`src/rtl/qenc_pkg.sv`:
```
package qenc_pkg;

   // register word addresses
   localparam int unsigned ADR_CTRL  = 0;
   localparam int unsigned ADR_FILT  = 1;
   localparam int unsigned ADR_COUNT = 2;
   localparam int unsigned ADR_CEIL  = 3;
   localparam int unsigned ADR_STAT  = 4;
   localparam int unsigned ADR_MASK  = 5;

   // status / mask bit positions
   localparam int unsigned EV_WDOG    = 0;
   localparam int unsigned EV_WRAP_DN = 1;
   localparam int unsigned EV_WRAP_UP = 2;
   localparam int unsigned EV_DIR     = 3;
   localparam int unsigned EV_FENTRY  = 4;
   localparam int unsigned EV_FCRIT   = 5;
   localparam int unsigned EV_W       = 6;

   localparam int unsigned CTRL_W = 11;

   // field order gives the bit positions (run at bit 0, gate at 10:9)
   typedef struct packed {
      logic [1:0] gate;
      logic       wrap_only;
      logic       bad_seen;
      logic       alt_mode;
      logic       swap;
      logic       pol_idx;
      logic       pol_b;
      logic       pol_a;
      logic       flt_on;
      logic       run;
   } qenc_ctrl_t;

   localparam logic [CTRL_W-1:0] CTRL_RST = 11'h11C;

endpackage

```
`src/rtl/qenc_input_filter.sv`:
```
module qenc_input_filter #(
   parameter int unsigned FLT_W       = 21,
   parameter int unsigned SYNC_STAGES = 2
) (
   input  logic             clk,
   input  logic             rst,
   input  logic             raw,
   input  logic             flt_on,
   input  logic [FLT_W-1:0] flt_max,
   output logic             clean
);

   localparam int unsigned CW = FLT_W + 1;

   logic [SYNC_STAGES-1:0] sync_q;
   logic                   sampled;
   logic [CW-1:0]          hold_cnt;
   logic [CW-1:0]          hold_lim;

   // synchronizer chain, oldest stage at the top
   always_ff @(posedge clk) begin
      if (rst) sync_q <= '0;
      else     sync_q <= {sync_q[SYNC_STAGES-2:0], raw};
   end
   assign sampled = sync_q[SYNC_STAGES-1];

   // a differing level must be seen (flt_max + 2) cycles in a row
   assign hold_lim = {1'b0, flt_max} + CW'(1);

   always_ff @(posedge clk) begin
      if (rst) begin
         clean    <= 1'b0;
         hold_cnt <= '0;
      end else if (!flt_on) begin
         clean    <= sampled;
         hold_cnt <= '0;
      end else if (sampled == clean) begin
         hold_cnt <= '0;
      end else if (hold_cnt == hold_lim) begin
         clean    <= sampled;
         hold_cnt <= '0;
      end else begin
         hold_cnt <= hold_cnt + CW'(1);
      end
   end

endmodule

```
`src/rtl/qenc_decoder.sv`:
```
module qenc_decoder (
   input  logic       clk,
   input  logic       rst,
   input  logic       in_a,
   input  logic       in_b,
   input  logic       in_idx,
   input  logic       pol_a,
   input  logic       pol_b,
   input  logic       pol_idx,
   input  logic       swap,
   input  logic [1:0] gate,
   output logic       step_up,
   output logic       step_dn,
   output logic       bad_step,
   output logic       idx_evt
);

   logic pa, pb, da, db, di;
   logic prev_a, prev_b, prev_i;
   logic chg_a, chg_b, fwd;

   // polarity first (bit set keeps the level), then optional exchange
   assign pa = pol_a ? in_a : ~in_a;
   assign pb = pol_b ? in_b : ~in_b;
   assign di = pol_idx ? in_idx : ~in_idx;
   assign da = swap ? pb : pa;
   assign db = swap ? pa : pb;

   always_ff @(posedge clk) begin
      if (rst) begin
         prev_a <= 1'b0;
         prev_b <= 1'b0;
         prev_i <= 1'b0;
      end else begin
         prev_a <= da;
         prev_b <= db;
         prev_i <= di;
      end
   end

   assign chg_a    = da ^ prev_a;
   assign chg_b    = db ^ prev_b;
   assign fwd      = prev_b ^ da;
   assign bad_step = chg_a & chg_b;
   assign step_up  = (chg_a ^ chg_b) & fwd;
   assign step_dn  = (chg_a ^ chg_b) & ~fwd;
   assign idx_evt  = di & ~prev_i & ({da, db} == gate);

endmodule

```
`src/rtl/qenc_count_core.sv`:
```
module qenc_count_core #(
   parameter int unsigned CNT_W = 32
) (
   input  logic             clk,
   input  logic             rst,
   input  logic             active,
   input  logic             step_up,
   input  logic             step_dn,
   input  logic             idx_evt,
   input  logic             wrap_only,
   input  logic [CNT_W-1:0] ceil,
   output logic [CNT_W-1:0] count,
   output logic             ev_wrap_up,
   output logic             ev_wrap_dn,
   output logic             ev_dir
);

   logic dir_up;
   logic idx_rst, up_wrap, dn_wrap;

   assign idx_rst = active & idx_evt & ~wrap_only;
   assign up_wrap = active & step_up & (count >= ceil) & ~idx_rst;
   assign dn_wrap = active & step_dn & (count == '0) & ~idx_rst;

   assign ev_wrap_up = up_wrap | (idx_rst & dir_up);
   assign ev_wrap_dn = dn_wrap | (idx_rst & ~dir_up);
   assign ev_dir     = active & ((step_up & ~dir_up) | (step_dn & dir_up));

   always_ff @(posedge clk) begin
      if (rst) begin
         count  <= '0;
         dir_up <= 1'b1;
      end else if (active) begin
         if (idx_rst)      count <= '0;
         else if (step_up) count <= (count >= ceil) ? '0 : count + CNT_W'(1);
         else if (step_dn) count <= (count == '0) ? ceil : count - CNT_W'(1);
         if (step_up | step_dn) dir_up <= step_up;
      end
   end

endmodule

```
`src/rtl/qenc_regs.sv`:
```
module qenc_regs
   import qenc_pkg::*;
#(
   parameter int unsigned CNT_W  = 32,
   parameter int unsigned FLT_W  = 21,
   parameter int unsigned ADDR_W = 3
) (
   input  logic              clk,
   input  logic              rst,
   input  logic              we,
   input  logic [ADDR_W-1:0] addr,
   input  logic [31:0]       wdata,
   input  logic [CNT_W-1:0]  count,
   input  logic [EV_W-1:0]   ev_set,
   input  logic              bad_set,
   output qenc_ctrl_t        ctrl,
   output logic [FLT_W-1:0]  flt_max,
   output logic [CNT_W-1:0]  ceil,
   output logic [EV_W-1:0]   stat,
   output logic [EV_W-1:0]   mask,
   output logic [31:0]       rdata,
   output logic              irq
);

   logic wr_ctrl, wr_filt, wr_ceil, wr_stat, wr_mask;
   logic unused_wdata;
   qenc_ctrl_t wctrl;

   assign wr_ctrl = we && (addr == ADDR_W'(ADR_CTRL));
   assign wr_filt = we && (addr == ADDR_W'(ADR_FILT));
   assign wr_ceil = we && (addr == ADDR_W'(ADR_CEIL));
   assign wr_stat = we && (addr == ADDR_W'(ADR_STAT));
   assign wr_mask = we && (addr == ADDR_W'(ADR_MASK));
   assign wctrl   = qenc_ctrl_t'(wdata[CTRL_W-1:0]);
   assign unused_wdata = ^wdata;

   // control: configuration only while stopped, run always, bit 7 sticky
   always_ff @(posedge clk) begin
      if (rst) begin
         ctrl <= qenc_ctrl_t'(CTRL_RST);
      end else begin
         if (wr_ctrl) begin
            if (!ctrl.run) begin
               ctrl.gate      <= wctrl.gate;
               ctrl.wrap_only <= wctrl.wrap_only;
               ctrl.alt_mode  <= wctrl.alt_mode;
               ctrl.swap      <= wctrl.swap;
               ctrl.pol_idx   <= wctrl.pol_idx;
               ctrl.pol_b     <= wctrl.pol_b;
               ctrl.pol_a     <= wctrl.pol_a;
               ctrl.flt_on    <= wctrl.flt_on;
            end
            ctrl.run <= wctrl.run;
         end
         if (bad_set)                        ctrl.bad_seen <= 1'b1;
         else if (wr_ctrl && wctrl.bad_seen) ctrl.bad_seen <= 1'b0;
      end
   end

   always_ff @(posedge clk) begin
      if (rst) begin
         flt_max <= '0;
         ceil    <= '1;
         mask    <= '1;
      end else begin
         if (wr_filt && !ctrl.run) flt_max <= wdata[FLT_W-1:0];
         if (wr_ceil && !ctrl.run) ceil    <= wdata[CNT_W-1:0];
         if (wr_mask)              mask    <= wdata[EV_W-1:0];
      end
   end

   // status: hardware set wins over a same-cycle clear
   for (genvar gi = 0; gi < EV_W; gi++) begin : g_stat
      always_ff @(posedge clk) begin
         if (rst)                         stat[gi] <= 1'b0;
         else if (ev_set[gi])             stat[gi] <= 1'b1;
         else if (wr_stat && wdata[gi])   stat[gi] <= 1'b0;
      end
   end

   assign irq = |(stat & ~mask);

   always_comb begin
      rdata = '0;
      if (addr == ADDR_W'(ADR_CTRL))       rdata = 32'(ctrl);
      else if (addr == ADDR_W'(ADR_FILT))  rdata = 32'(flt_max);
      else if (addr == ADDR_W'(ADR_COUNT)) rdata = 32'(count);
      else if (addr == ADDR_W'(ADR_CEIL))  rdata = 32'(ceil);
      else if (addr == ADDR_W'(ADR_STAT))  rdata = 32'(stat);
      else if (addr == ADDR_W'(ADR_MASK))  rdata = 32'(mask);
   end

endmodule

```
`src/rtl/qenc_position_counter.sv`:
```
module qenc_position_counter
   import qenc_pkg::*;
#(
   parameter int unsigned CNT_W       = 32,
   parameter int unsigned FLT_W       = 21,
   parameter int unsigned SYNC_STAGES = 2,
   parameter int unsigned ADDR_W      = 3
) (
   input  logic              clk,
   input  logic              rst,
   input  logic              reg_we,
   input  logic [ADDR_W-1:0] reg_addr,
   input  logic [31:0]       reg_wdata,
   output logic [31:0]       reg_rdata,
   input  logic              enc_a,
   input  logic              enc_b,
   input  logic              enc_idx,
   output logic              irq
);

   localparam int unsigned N_IN = 3;

   if (CNT_W < 2 || CNT_W > 32) begin : g_bad_cnt
      $error("CNT_W must lie in 2..32");
   end
   if (FLT_W < 1 || FLT_W > 31) begin : g_bad_flt
      $error("FLT_W must lie in 1..31");
   end
   if (SYNC_STAGES < 2) begin : g_bad_sync
      $error("SYNC_STAGES must be at least 2");
   end
   if (ADDR_W < 3) begin : g_bad_addr
      $error("ADDR_W must be at least 3");
   end

   qenc_ctrl_t        ctrl;
   logic [FLT_W-1:0]  flt_max;
   logic [CNT_W-1:0]  ceil, count;
   logic [EV_W-1:0]   stat, mask, ev_set;
   logic [N_IN-1:0]   raw_in, clean_in;
   logic              step_up, step_dn, bad_step, idx_evt;
   logic              ev_wrap_up, ev_wrap_dn, ev_dir;
   logic              active, bad_set;

   // plain views used by the bound checker
   logic ctrl_run, ctrl_wrap_only, ctrl_bad_seen;
   assign ctrl_run       = ctrl.run;
   assign ctrl_wrap_only = ctrl.wrap_only;
   assign ctrl_bad_seen  = ctrl.bad_seen;

   assign active  = ctrl.run & ~ctrl.alt_mode;
   assign bad_set = active & bad_step;
   assign raw_in  = {enc_idx, enc_b, enc_a};

   for (genvar gi = 0; gi < N_IN; gi++) begin : g_in
      qenc_input_filter #(
         .FLT_W       (FLT_W),
         .SYNC_STAGES (SYNC_STAGES)
      ) flt_i (
         .clk     (clk),
         .rst     (rst),
         .raw     (raw_in[gi]),
         .flt_on  (ctrl.flt_on),
         .flt_max (flt_max),
         .clean   (clean_in[gi])
      );
   end

   qenc_decoder dec_i (
      .clk      (clk),
      .rst      (rst),
      .in_a     (clean_in[0]),
      .in_b     (clean_in[1]),
      .in_idx   (clean_in[2]),
      .pol_a    (ctrl.pol_a),
      .pol_b    (ctrl.pol_b),
      .pol_idx  (ctrl.pol_idx),
      .swap     (ctrl.swap),
      .gate     (ctrl.gate),
      .step_up  (step_up),
      .step_dn  (step_dn),
      .bad_step (bad_step),
      .idx_evt  (idx_evt)
   );

   qenc_count_core #(.CNT_W(CNT_W)) core_i (
      .clk        (clk),
      .rst        (rst),
      .active     (active),
      .step_up    (step_up),
      .step_dn    (step_dn),
      .idx_evt    (idx_evt),
      .wrap_only  (ctrl.wrap_only),
      .ceil       (ceil),
      .count      (count),
      .ev_wrap_up (ev_wrap_up),
      .ev_wrap_dn (ev_wrap_dn),
      .ev_dir     (ev_dir)
   );

   always_comb begin
      ev_set             = '0;
      ev_set[EV_WRAP_UP] = ev_wrap_up;
      ev_set[EV_WRAP_DN] = ev_wrap_dn;
      ev_set[EV_DIR]     = ev_dir;
   end

   qenc_regs #(
      .CNT_W  (CNT_W),
      .FLT_W  (FLT_W),
      .ADDR_W (ADDR_W)
   ) regs_i (
      .clk     (clk),
      .rst     (rst),
      .we      (reg_we),
      .addr    (reg_addr),
      .wdata   (reg_wdata),
      .count   (count),
      .ev_set  (ev_set),
      .bad_set (bad_set),
      .ctrl    (ctrl),
      .flt_max (flt_max),
      .ceil    (ceil),
      .stat    (stat),
      .mask    (mask),
      .rdata   (reg_rdata),
      .irq     (irq)
   );

endmodule

```
`config.mk`:
```
export PLATFORM = sky130hd
export DESIGN_NAME = qenc_position_counter
export DESIGN_NICKNAME = d
export VERILOG_FILES = /design/src/rtl/qenc_pkg.sv /design/src/rtl/qenc_input_filter.sv /design/src/rtl/qenc_decoder.sv /design/src/rtl/qenc_count_core.sv /design/src/rtl/qenc_regs.sv /design/src/rtl/qenc_position_counter.sv
export SDC_FILE = /design/constraint.sdc
export NUM_CORES = 1
export LEC_CHECK = 0
export ABC_CLOCK_PERIOD_IN_PS = 3500
export BUFFER_PORTS_ARGS = -buffer_cell sky130_fd_sc_hd__buf_2
export CAP_MARGIN = 5
export CORE_UTILIZATION = 49
export CTS_CLUSTER_SIZE = 28
export DETAILED_ROUTE_END_ITERATION = 10
export PLACE_DENSITY = 0.66
export SYNTH_ARGS = -nofsm -noshare
export SYNTH_HDL_FRONTEND = slang
export SYNTH_SLANG_ARGS = --single-unit
```
`constraint.sdc`:
```
create_clock -name clk -period 3.5 [get_ports clk]
set_clock_uncertainty 0.05 [all_clocks]
set_input_delay 0.175 -clock clk [delete_from_list [all_inputs] [get_ports clk]]
set_output_delay 0.175 -clock clk [all_outputs]
set_load 0.01 [all_outputs]
```
* Word-level counts from Yosys, hierarchy flattened *
Cells that the tools add are included.

operators by class
  add/subtract/negate cells = 6
  magnitude comparators = 1
  eq/ne operators = 18
  mux-type cells = 33
  bitwise gates (word level) = 41
  reduce and logical (&&, ||, !) cells = 29

operators with widths
  operator               number
  $mux 32                10
  $add 22x1->22 const B  3
  $eq 22x22->1           3
  $add 32x1->32 const B  1
  $ge 32x32->1           1
  $logic_not 32->1       1
  $sub 32x1->32 const B  1
  $add 21x1->22 const B  1
  $mux 1                 22
  $and 1x1->1            20
  $ne 2x2->1 const B     6
  $reduce_and 2->1       6
  $reduce_or 4->1        3
  $logic_and 1x1->1      11
  $not 1->1              11
  $reduce_bool 2->1      4
  $and 4x6->6            1
  $eq 3x2->1 const B     2
  $eq 3x3->1 const B     2
  $mux 6                 1
  $not 6->6              1
  $reduce_or 6->1        1
  $or 1x1->1             4
  $xor 1x1->1            4
  other kinds (6)        8

storage, ports and cells
  register bits = 184
  input bits = 41
  logic and storage cells = 158

* Longest topological paths before layout *
Gate-level depths: netlist of the first run.

  depth after elaboration = 11
  mapped depth = 12
  gate-level depth less buffers = 10

* Modules after synthesis *
From an unflattened synthesis of the first run, not the netlist that was laid out.

unflattened totals
  cell total of the unflattened synthesis = 1724
  area, all modules = 14046.0 um^2

by module, submodules not included
  module                                  instances  cells an instance  area each (um^2)  seq. area each (um^2)
  qenc_count_core                         1          601                4269.1            660.6
  qenc_regs                               1          440                4047.6            1521.5
  qenc_input_filter at g_in[0].flt_i ...  2          217                1767.9            500.5
  qenc_input_filter at g_in[2].flt_i      1          226                1959.4            500.5
  qenc_decoder                            1          20                 215.2             60.1
  qenc_position_counter                   1          3                  18.8              0.0

* Worst setup path before layout of the first run *
No wires, ideal clock.

  kind = register to register
  from = reg regs_i.flt_max[0]
  to = reg g_in[1].flt_i.hold_cnt[21]
  arrival = 2711 ps
  data required time = 3335 ps
  path slack = 624 ps
  cell stages (with the launch flop) = 11
  path buffers = 1
  clock period less this slack = 2876 ps
  cell sequence = dfxtp_1 -> ha_1 -> nand4_4 -> nor4_4 -> xnor2_1 -> o22ai_1 -> or4_1 -> nor4_1 -> or3_1 -> buf_4 -> nor2_1

on the way
  word-level cells in the longest chain between the ends = 3

ends and longest elaborated chain
  item                              RTL line                 text
  start: declaration                qenc_regs.sv:17          output logic [FLT_W-1:0] flt_max,
  start signal: assignment          qenc_regs.sv:66          if (wr_filt && !ctrl.run) flt_max <= wdata[FLT_W-1:0];
  $add 21x1->22                     qenc_input_filter.sv:28  assign hold_lim = {1'b0, flt_max} + CW'(1);
  $eq 22x22->1                      qenc_input_filter.sv:39  end else if (hold_cnt == hold_lim) begin
  $reduce_or 4->1 (no source line)  --
  end signal: assignment            qenc_input_filter.sv:43  hold_cnt <= hold_cnt + CW'(1);
  end: declaration                  qenc_input_filter.sv:17  logic [CW-1:0] hold_cnt;

No other way between the ends.
A chain may end at the register's enable or synchronous reset.

* Worst setup path in the final report of the first run *
  from = reg regs_i.flt_max[15]
  to = reg g_in[2].flt_i.hold_cnt[21]

on the way
  word-level cells in the longest chain between the ends = 3

ends and longest elaborated chain
  item                              RTL line
  $add 21x1->22                     qenc_input_filter.sv:28
  $eq 22x22->1                      qenc_input_filter.sv:39
  $reduce_or 4->1 (no source line)  --
  end signal: assignment            qenc_input_filter.sv:43
  end: declaration                  qenc_input_filter.sv:17

No other way between the ends.

==> impl_metrics.yaml, run 1 <==
worst_setup_path:
  biggest_fanout_along_the_worst_timing_path: 22
  crit_path_cell_trace: "and4_1 -> nand4_1 -> o31a_1 -> a211oi_1 -> or4b_1 -> nor4_2 -> or3_4 -> nor2_1"
  criticalPathCategory: "reg -> reg"
  crit_start: "regs_i.flt_max[15]"
  worstRegToRegCells: 8
  crit_family: "simple AND/OR/NAND/NOR gates"
  r2r-end: "g_in[2].flt_i.hold_cnt[21]"
  reg_to_reg_setup_timing_slack_ps: 180
  cp-end-kind: "flip-flop"
  critPathRequiredTime_ps: 3780
  cpPeakStageDelay_ps: 530
  worst_r2r_startpoint: "regs_i.flt_max[15]"
  worst-path-buf-inv: 0
  critPathSlowestCell: "sky130_fd_sc_hd__dfxtp_1"
  worstSetupStartpointType: "flip-flop"
  setup.worst_path.end: "g_in[2].flt_i.hold_cnt[21]"
  cp.arrival_ps: 3610
  cp_num_cells: 8
power_and_ir_drop:
  leakage_nw: 6.23
  vdd_ir_drop_max_v: 0.000340
  p_per_area_nw_per_um2: 340
  total_power_mw: 5.02
global_routing:
  global_route.usage.total_pct: 30.5
  grt.overflow.total: 0
  maximum_number_of_pins_on_one_net_before_global_route_repair: 51
  antenna_found_initial: 0
  grt_pass1_vias: 11400
  first_pass_grt_wire_length_um: 63800
logic_synthesis:
  yosys_most_used_dff: "sky130_fd_sc_hd__dfxtp_1"
  synth_top_family_by_area: "simple AND/OR/NAND/NOR gates"
  synth_nets: 1769
  syn_avg_cell_area_um2: 7.60
  xor_and_xnor_fraction_of_the_mapped_netlist_area_pct: 12.5
  synth_adder_area_share_pct: 3.90
  synth_edf_count: 0
  synth_top_cell_area_share_pct: 28.7
  share_of_the_synthesized_area_in_compound_gates_ao_oa_aoi_oai_pct: 14.6
  synth_largest_area_cell: "sky130_fd_sc_hd__dfxtp_1"
  post_synth_most_frequent_cells: "sky130_fd_sc_hd__nand2_1 (233), sky130_fd_sc_hd__nor2_1 (191), sky130_fd_sc_hd__dfxtp_1 (184)"
  synth_simple_gate_area_share_pct: 30.9
  synth-warning-count: 0
  muxShareOfSynthArea_pct: 3.46
  synth-async-reset-ratio_pct: 0
  ys_seq_elements: 184
  synth.cell_area_um2: 12800
  synth.yosys.seq_area_share_pct: 28.7
  netlist_instances: 1688
  post-synth-top-count-cell: "sky130_fd_sc_hd__nand2_1"
  synthDistinctLibCells: 79
  synth_top_cells_by_area: "sky130_fd_sc_hd__dfxtp_1 (29%), sky130_fd_sc_hd__nand2_1 (6.8%), sky130_fd_sc_hd__xnor2_1 (6.0%)"
timing:
  timing.final.hold_violations: 0
  timing.fmax_mhz: 301
  setup_viol: 0
  worst_hold_slack_ps: 56.5
  final_min_period_over_clock_period_pct: 95.0
  timing.final.max_slew_violations: 0
  rsz0062_at_grt: "no"
  final.setup.tns_ps: 0
  timing.final.ws_setup_ps: 175
  timing.slew.headroom_pct: 31.1
  worstMarginPinSlew_ps: 1030
  period_minus_slack_ps: 3320
routing:
  route.layer.met1.wl_um: 19200
  detailedRoute.firstIterationViolations: 1430
  routed.top_layer: "met4"
  met2_wire_length_um: 16700
  detailroute.via_count: 12600
  route.antenna.remaining_nets: 0
  drc_errors: 0
  detailedRoute.firstPassIterationCount: 6
  met3_wirelength_um: 3550
  totalWireLength_um: 40000
  viasPerCell: 5.94
  detail_route.wl_per_cell_um: 18.9
run:
  max_cap_viol_count: 0
layout:
  diode_insertion_count_for_antenna_repair: 0
  drive_gt1_share_pct: 12.8
  final_area_um2: 14700
  areaGrowthSynthToFinish_pct: 15.0
  layout_nets: 1854
placement:
  portBuffers: 73
  placedInstanceArea_um2: 13700
  placement.setup.worst_slack_ps: 84.5
  finalWeightedCongestion: 0.959
  hpwlAfterDp_um: 29800
clocking:
  post_cts_buffers: 0
  number_of_clock_buffers_inserted_by_tritoncts: 17
  tritoncts: "built"
  cts_root_buffer: "sky130_fd_sc_hd__clkbuf_16"
  clock_latency_ps: 460
  clock_pin_slew_on_the_worst_setup_and_hold_paths_ps: 80
  h-tree-depth: 4
  tritoncts_num_sinks: 184
  ctsLongestPathBuffers: 2
die:
  floorplan.io_pins: 74
  core-area_um2: 25400
  die_boundary_height_um: 164
  fp.dieW_um: 164
  num_rows: 58
  floorplan.die_area_um2: 26800
  start_util_pct: 50.5
run_status:
  status: "completed"
min_path:
  worst_hold_path_type: "in -> reg"
  hold_path.startpoint: "rst"
where the power goes:
group          internal, mW  leakage [nW]  total (mW)  switching, mW
combinational         0.323          4.44       0.788          0.465
clock                  1.04         0.301        2.06           1.02
sequential             2.13          1.49        2.17         0.0411
state kept, by name, summed over array words and instances, names as in the netlist, 3 cells and up:
name,cells
regs_i.stat,3
core_i.count,32
regs_i.mask,6
g_in.flt_i.hold_cnt,66
regs_i.flt_max,21
g_in.flt_i.clean,3
g_in.flt_i.sync_q,6
regs_i.ceil,32
regs_i.ctrl,11
per-layer routing:
layer / vias to the layer above / global-route usage (%)
met5: - / 0
met4: 0 / 7.45
met3: 39 / 5.35
met2: 571 / 43.5
met1: 5882 / 46.6
li1: 6075 / -
placed cells by master, fill, tap and decap left out, drive strengths merged, types with 39 or more instances in the layout:
master	Yosys	routed
a21oi	87	87
buf	25	152
dfxtp	184	184
ha	40	40
inv	66	72
nand2	234	234
nand3	72	72
nand3b	40	40
nand4	39	39
nor2	201	201
xnor2	88	88
xor2	66	66
cells by family (layout without fill, tap and decap cells):
logic type | Yosys count | in the layout
AND/OR/NAND/NOR | 790 | 790
flip-flops | 184 | 184
AO/OA/AOI/OAI | 283 | 283
XOR/XNOR | 165 | 165
adder cells (fa/ha/maj) | 40 | 40
buffers and inverters | 188 | 286
multiplexers | 38 | 38
worst min-delay path by stage:
stage	end	slack (ps)	cells past startpoint
after floorplan	regs_i.ceil[10]	250	2
after global placement	regs_i.ceil[29]	330	3
after detailed placement	g_in[0].flt_i.sync_q[0]	340	2
after CTS	g_in[0].flt_i.sync_q[0]	40	2
after global routing	g_in[2].flt_i.sync_q[1]	70	2
final	g_in[0].flt_i.sync_q[0]	60	2
repair_timing:
| action | 4_1_cts | 5_1_grt |
|---|---|---|
| endpoints found under the hold margin | 62 | 0 |
| setup endpoints to repair | 0 | 45 |
| resized for setup | 0 | 5 |
| hold buffers | 36 | 0 |
per-stage QoR:
stage	utilization [%]	instances
2_1_floorplan	-	1688
3_3_place_gp	54.1	2048
3_5_place_dp	54.1	2048
4_1_cts	58.0	2116
5_1_grt	58.1	2116
6_report	58.1	2116
area by class of cell:
class                      instances  area [µm²]
fill                            2413       10700
multi-input combinational       1316        8410
sequential                       184        3690
timing repair buffer             188        1360
clock buffer                      17         425
tap                              330         413
inverter                          66         248
clock inverter                    15         204
No activity file was read; power rests on OpenSTA's default activity.
==> inputs of run 2 (changes only) <==
- SETUP_SLACK_MARGIN: not set -> 0.5
==> run 2 against run 1 <==
Net effect:
- via count is 2.8% higher
- flip-flop and latch count stayed put
- cell count is 0.99% higher
- critical path type unchanged
- fmax is 9.9% higher
- worst setup slack better by 300 ps
- largest power group unchanged
- register-to-register slack better by 300 ps
- first-iteration DRC count is 13% higher
- power is 0.43% higher
- critical path depth is 3 higher
- routed wire length is 3.9% higher
- largest cell class unchanged
- combinational power is 2% higher
- worst hold slack better by 3.3 ps
==> impl_metrics.yaml, run 2 (same netlist as run 1, synthesis figures left out) <==
die:
  num_rows: 58
  floorplan.die_area_um2: 26800
  fp.dieW_um: 164
  core-area_um2: 25400
  floorplan.io_pins: 74
  die_boundary_height_um: 164
  start_util_pct: 50.5
layout:
  utilization_pct: 60.0
  final_cell_mix: "sky130_fd_sc_hd__nand2_1 (231), sky130_fd_sc_hd__nor2_1 (190), sky130_fd_sc_hd__dfxtp_1 (169)"
  layout_nets: 1875
  largest_register_ffs: 66
  fillCellCount: 2347
  biggestRegsByFlops: "g_in.flt_i.hold_cnt (66), core_i.count (32), regs_i.ceil (32)"
  final_cell_count_no_fill: 2137
  top_register: "g_in.flt_i.hold_cnt"
  diode_insertion_count_for_antenna_repair: 0
  areaGrowthSynthToFinish_pct: 18.8
  final_common_cell: "sky130_fd_sc_hd__nand2_1"
  drive_gt1_share_pct: 16.3
routing:
  viasPerCell: 6.05
  totalWireLength_um: 41600
  detailedRoute.firstIterationViolations: 1618
  route.antenna.remaining_nets: 0
  detailroute.via_count: 12900
  drc_errors: 0
  detail_route.wl_per_cell_um: 19.5
  detailedRoute.firstPassIterationCount: 6
worst_setup_path:
  crit_start: "regs_i.flt_max[12]"
  worstRegToRegCells: 11
  crit_family: "simple AND/OR/NAND/NOR gates"
  cpPeakStageDelay_ps: 410
  r2r-end: "g_in[1].flt_i.hold_cnt[0]"
  critPathRequiredTime_ps: 3790
  setup.worst_path.end: "g_in[1].flt_i.hold_cnt[0]"
  cp-end-kind: "flip-flop"
  worst_r2r_startpoint: "regs_i.flt_max[12]"
  criticalPathCategory: "reg -> reg"
  reg_to_reg_setup_timing_slack_ps: 480
  cp.arrival_ps: 3320
  critPathSlowestCell: "sky130_fd_sc_hd__dfxtp_1"
  cp_num_cells: 11
  crit_path_cell_trace: "buf_4 -> nand4_1 -> nor4_4 -> xnor2_2 -> a22o_1 -> or4_1 -> nor4_2 -> buf_4 -> or3_4 -> bufbuf_16 -> nor2_1"
  cp_most_frequent_cell: "sky130_fd_sc_hd__buf_4"
  worst-path-buf-inv: 3
  biggest_fanout_along_the_worst_timing_path: 11
  worstSetupStartpointType: "flip-flop"
power_and_ir_drop:
  vdd_ir_drop_max_v: 0.000313
  p_per_area_nw_per_um2: 331
  leakage_nw: 6.44
global_routing:
  global_route.usage.total_pct: 31.1
  maximum_number_of_pins_on_one_net_before_global_route_repair: 51
  antenna_found_initial: 0
  first_pass_grt_wire_length_um: 64800
  grt.overflow.total: 0
  grt_pass1_vias: 11600
timing:
  timing.final.max_slew_violations: 0
  timing.final.hold_violations: 0
  timing.slew.headroom_pct: 44.5
  final_min_period_over_clock_period_pct: 86.4
  timing.final.ws_setup_ps: 476
  final.setup.tns_ps: 0
  worstMarginPinSlew_ps: 833
  rsz0062_at_grt: "yes"
  period_minus_slack_ps: 3020
  setup_viol: 0
  timing.fmax_mhz: 331
clocking:
  clock_pin_slew_on_the_worst_setup_and_hold_paths_ps: 80
  cts_root_buffer: "sky130_fd_sc_hd__clkbuf_16"
  ctsLongestPathBuffers: 2
  clock_latency_ps: 450
  number_of_clock_buffers_inserted_by_tritoncts: 17
  tritoncts: "built"
  tritoncts_num_sinks: 184
  h-tree-depth: 4
run:
  max_cap_viol_count: 0
placement:
  placement.setup.worst_slack_ps: 84.5
  placed_instances: 2048
  hpwlAfterDp_um: 29800
  finalWeightedCongestion: 0.959
  portBuffers: 73
min_path:
  worst_hold_path_type: "in -> reg"
run_status:
  status: "completed"
==> run 2: changes by cell type in the layout (fill, tap and decap cells not counted), moves of 4 or more <==
| cell | delta |
|---|---|
| sky130_fd_sc_hd__nor4_1 | -6 |
| sky130_fd_sc_hd__dfxtp_1 | -13 |
| sky130_fd_sc_hd__dfxtp_2 | +8 |
| sky130_fd_sc_hd__buf_4 | +10 |
| sky130_fd_sc_hd__buf_6 | +4 |
| sky130_fd_sc_hd__dfxtp_4 | +5 |
| sky130_fd_sc_hd__or3_4 | +5 |
| sky130_fd_sc_hd__nor4_4 | +4 |
==> run 2: how the worst min path moves through the flow <==
stage | start | slack [ps] | cells after the start | endpoint
3_3_place_gp | reg_wdata[29] | 330 | 3 | regs_i.ceil[29]
6_report | rst | 60 | 2 | g_in[0].flt_i.sync_q[1]
4_1_cts | rst | 50 | 2 | g_in[0].flt_i.sync_q[0]
3_5_place_dp | enc_a | 340 | 2 | g_in[0].flt_i.sync_q[0]
5_1_grt | rst | 70 | 2 | g_in[2].flt_i.sync_q[1]
2_1_floorplan | reg_wdata[10] | 250 | 2 | regs_i.ceil[10]
==> run 2: power breakdown <==
part	internal, mW	leakage (nW)	switching [mW]
logic	0.329	4.64	0.476
registers	2.12	1.50	0.0423
clock network	1.04	0.301	1.03
==> run 2: cell type report <==
cell class                      instances  area, µm²  share of cell area (%)
Inverter                               66        248                    1.63
Clock buffer                           17        425                    2.79
Multi-Input combinational cell       1320       8670                    56.9
Timing Repair Buffer                  205       1560                    10.2
Sequential cell                       184       3710                    24.4
Clock inverter                         15        204                    1.34
Tap cell                              330        413                    2.71
==> run 2: layer usage <==
metal  GRT usage (%)  routed length (µm)
met1            47.0               19500
met2            44.5               17300
met3            5.66                3980
met4            8.59                 748
met5               0                   0
==> run 2: repair_timing <==
item	4_1_cts	5_1_grt
buffers inserted	10	5
setup endpoints to repair	100	100
hold endpoints to repair	64	0
resized for setup	39	39
hold buffers	36	0
cloned	3	3
pin swaps	12	18
==> run 2: per-stage QoR <==
| step | cell area, µm² | hold slack, ps | power (mW) |
|---|---|---|---|
| after global routing | 15200 | 74.6 | 5.21 |
| after detailed placement | 13700 | 337 | 2.95 |
| final | 15200 | 59.7 | 5.04 |
| after floorplan | 12800 | 246 | 2.69 |
| after CTS | 15000 | 51.9 | 5.03 |
| after global placement | 13700 | 333 | 2.95 |
==> inputs of run 3 (changes only) <==
- CORE_MARGIN: not set -> 2
==> run 3 against run 2 <==
Net effect:
- power decreased by 2.8%
- cell count decreased by 0.19%
- clock power decreased by 7%
- non-clock buffer count decreased by 7
- largest power group unchanged
- highest routed layer unchanged
==> impl_metrics.yaml, run 3 (same netlist as run 1, synthesis figures left out) <==
worst_setup_path:
  critPathSlowestCell: "sky130_fd_sc_hd__or3_2"
  cp-end-kind: "flip-flop"
  r2r-end: "g_in[0].flt_i.hold_cnt[3]"
  worstSetupStartpointType: "flip-flop"
  worstRegToRegCells: 9
  cpPeakStageDelay_ps: 620
  critPathRequiredTime_ps: 3830
  worst-path-buf-inv: 1
  biggest_fanout_along_the_worst_timing_path: 12
  crit_path_cell_trace: "buf_4 -> nand2_1 -> or4_1 -> or4_1 -> and4b_1 -> nand4_1 -> nor4_4 -> or3_2 -> nor2_1"
  worst_r2r_startpoint: "regs_i.flt_max[0]"
  cp.arrival_ps: 3320
  reg_to_reg_setup_timing_slack_ps: 510
  crit_family: "simple AND/OR/NAND/NOR gates"
  cp_most_frequent_cell: "sky130_fd_sc_hd__or4_1"
  criticalPathCategory: "reg -> reg"
layout:
  multiInputGateArea_um2: 8620
  areaGrowthSynthToFinish_pct: 17.1
  top_register: "g_in.flt_i.hold_cnt"
  final_cell_count_no_fill: 2133
  final_cell_mix: "sky130_fd_sc_hd__nand2_1 (232), sky130_fd_sc_hd__nor2_1 (190), sky130_fd_sc_hd__dfxtp_1 (174)"
  diode_insertion_count_for_antenna_repair: 0
  fillCellCount: 2396
  biggestRegsByFlops: "g_in.flt_i.hold_cnt (66), core_i.count (32), regs_i.ceil (32)"
  layout_nets: 1867
  final_common_cell: "sky130_fd_sc_hd__nand2_1"
  drive_gt1_share_pct: 15.4
  area.sequential_um2: 3710
  largest_register_ffs: 66
timing:
  period_minus_slack_ps: 2990
  setup_viol: 0
  timing.fmax_mhz: 334
  final_min_period_over_clock_period_pct: 85.5
  worstMarginPinSlew_ps: 985
  timing.final.ws_setup_ps: 506
  rsz0062_at_grt: "yes"
  timing.final.hold_violations: 0
  final.setup.tns_ps: 0
  timing.final.max_slew_violations: 0
  worst_hold_slack_ps: 25.0
  timing.slew.headroom_pct: 34.3
routing:
  detailedRoute.firstIterationViolations: 1085
  route.antenna.remaining_nets: 0
  drc_errors: 0
  detailroute.via_count: 12800
  totalWireLength_um: 41800
  detailedRoute.firstPassIterationCount: 5
  detail_route.wl_per_cell_um: 19.6
  viasPerCell: 6.01
die:
  floorplan.io_pins: 74
  num_rows: 59
  die_boundary_height_um: 166
  floorplan.die_area_um2: 27500
  fp.dieW_um: 166
  core-area_um2: 25900
  start_util_pct: 49.5
min_path:
  hold_path.startpoint: "reg_wdata[1]"
  min_path_cells: 3
  hold-path-endpoint: "regs_i.flt_max[1]"
  worst_hold_path_type: "in -> reg"
power_and_ir_drop:
  p_per_area_nw_per_um2: 326
  vdd_ir_drop_max_v: 0.000264
  leakage_nw: 6.32
clocking:
  cts_root_buffer: "sky130_fd_sc_hd__clkbuf_16"
  tritoncts: "built"
  clock_latency_ps: 460
  h-tree-depth: 4
  tritoncts_num_sinks: 184
  clock_pin_slew_on_the_worst_setup_and_hold_paths_ps: 70
  ctsLongestPathBuffers: 2
  number_of_clock_buffers_inserted_by_tritoncts: 17
global_routing:
  maximum_number_of_pins_on_one_net_before_global_route_repair: 40
  grt.overflow.total: 0
  grt_pass1_vias: 11800
  global_route.usage.total_pct: 29.5
  antenna_found_initial: 0
  first_pass_grt_wire_length_um: 65600
placement:
  placed_instances: 2053
  placement.setup.worst_slack_ps: 66.4
  portBuffers: 73
  finalWeightedCongestion: 0.931
  hpwlAfterDp_um: 30200
run_status:
  status: "completed"
run:
  max_cap_viol_count: 0
## run 3: changes by cell type in the layout (fill, tap and decap cells not counted), moves of 2 or more
cell	delta
sky130_fd_sc_hd__and2_2	+2
sky130_fd_sc_hd__and2_4	-2
sky130_fd_sc_hd__buf_4	-3
sky130_fd_sc_hd__buf_6	+3
sky130_fd_sc_hd__clkinv_8	-4
sky130_fd_sc_hd__dfxtp_1	+5
sky130_fd_sc_hd__dfxtp_2	-5
sky130_fd_sc_hd__dlygate4sd3_1	-5
## run 3: final cells by class
class | count | share of cell area [%]
inverters | 66 | 1.65
clock buffers | 18 | 2.92
clock inverters | 13 | 0.875
well taps | 335 | 2.79
flip-flops and latches | 184 | 24.7
repair buffers | 198 | 9.71
multi-input cells | 1319 | 57.4
## run 3: tightest hold or removal path: cells and delay by family
kind | cells | cell delay (ps)
buffers and inverters | 1 | 170
and+or+nand+nor | 1 | 70
AOI/OAI and AO/OA | 1 | 60
## run 3: worst max path at each step
stage | from | to | slack, ps | cells past startpoint
6_report | regs_i.flt_max[0] | g_in[0].flt_i.hold_cnt[3] | 510 | 9
5_1_grt | regs_i.flt_max[0] | g_in[0].flt_i.clean | 410 | 10
4_1_cts | core_i.count[13] | core_i.count[2] | 510 | 9
3_5_place_dp | regs_i.flt_max[3] | g_in[0].flt_i.hold_cnt[15] | 70 | 8
3_3_place_gp | regs_i.flt_max[3] | g_in[0].flt_i.hold_cnt[3] | 240 | 8
2_1_floorplan | regs_i.flt_max[0] | g_in[1].flt_i.hold_cnt[21] | 620 | 10
## run 3: metrics by stage
step	instance area [µm²]	utilization [%]	power [mW]
floorplan	12800	-	2.69
global placement	13700	53.0	2.95
detailed placement	13700	53.0	2.96
CTS	14800	57.0	4.91
global route	15000	58.0	5.07
finish	15000	58.0	4.90
## run 3: repair_timing
item,CTS,global route
pin swaps,9,12
endpoints found under the hold margin,43,0
gates cloned,3,1
setup endpoints to repair,69,76
setup buffers,4,10
hold buffers,31,0
gates resized for setup,21,41
## run 3: layer usage
metal / up-vias / global-route usage (%) / wire [µm]
met5: - / 0 / 0
met4: 0 / 11.0 / 1400
met3: 103 / 3.77 / 2430
met2: 533 / 49.2 / 19800
met1: 6080 / 39.2 / 18200
li1: 6105 / - / -
## run 3: where the power goes
group          internal [mW]  total [mW]  switching, mW
combinational          0.323       0.804          0.481
sequential              2.12        2.16         0.0386
clock                  0.963        1.93          0.969
total                   3.41        4.90           1.49
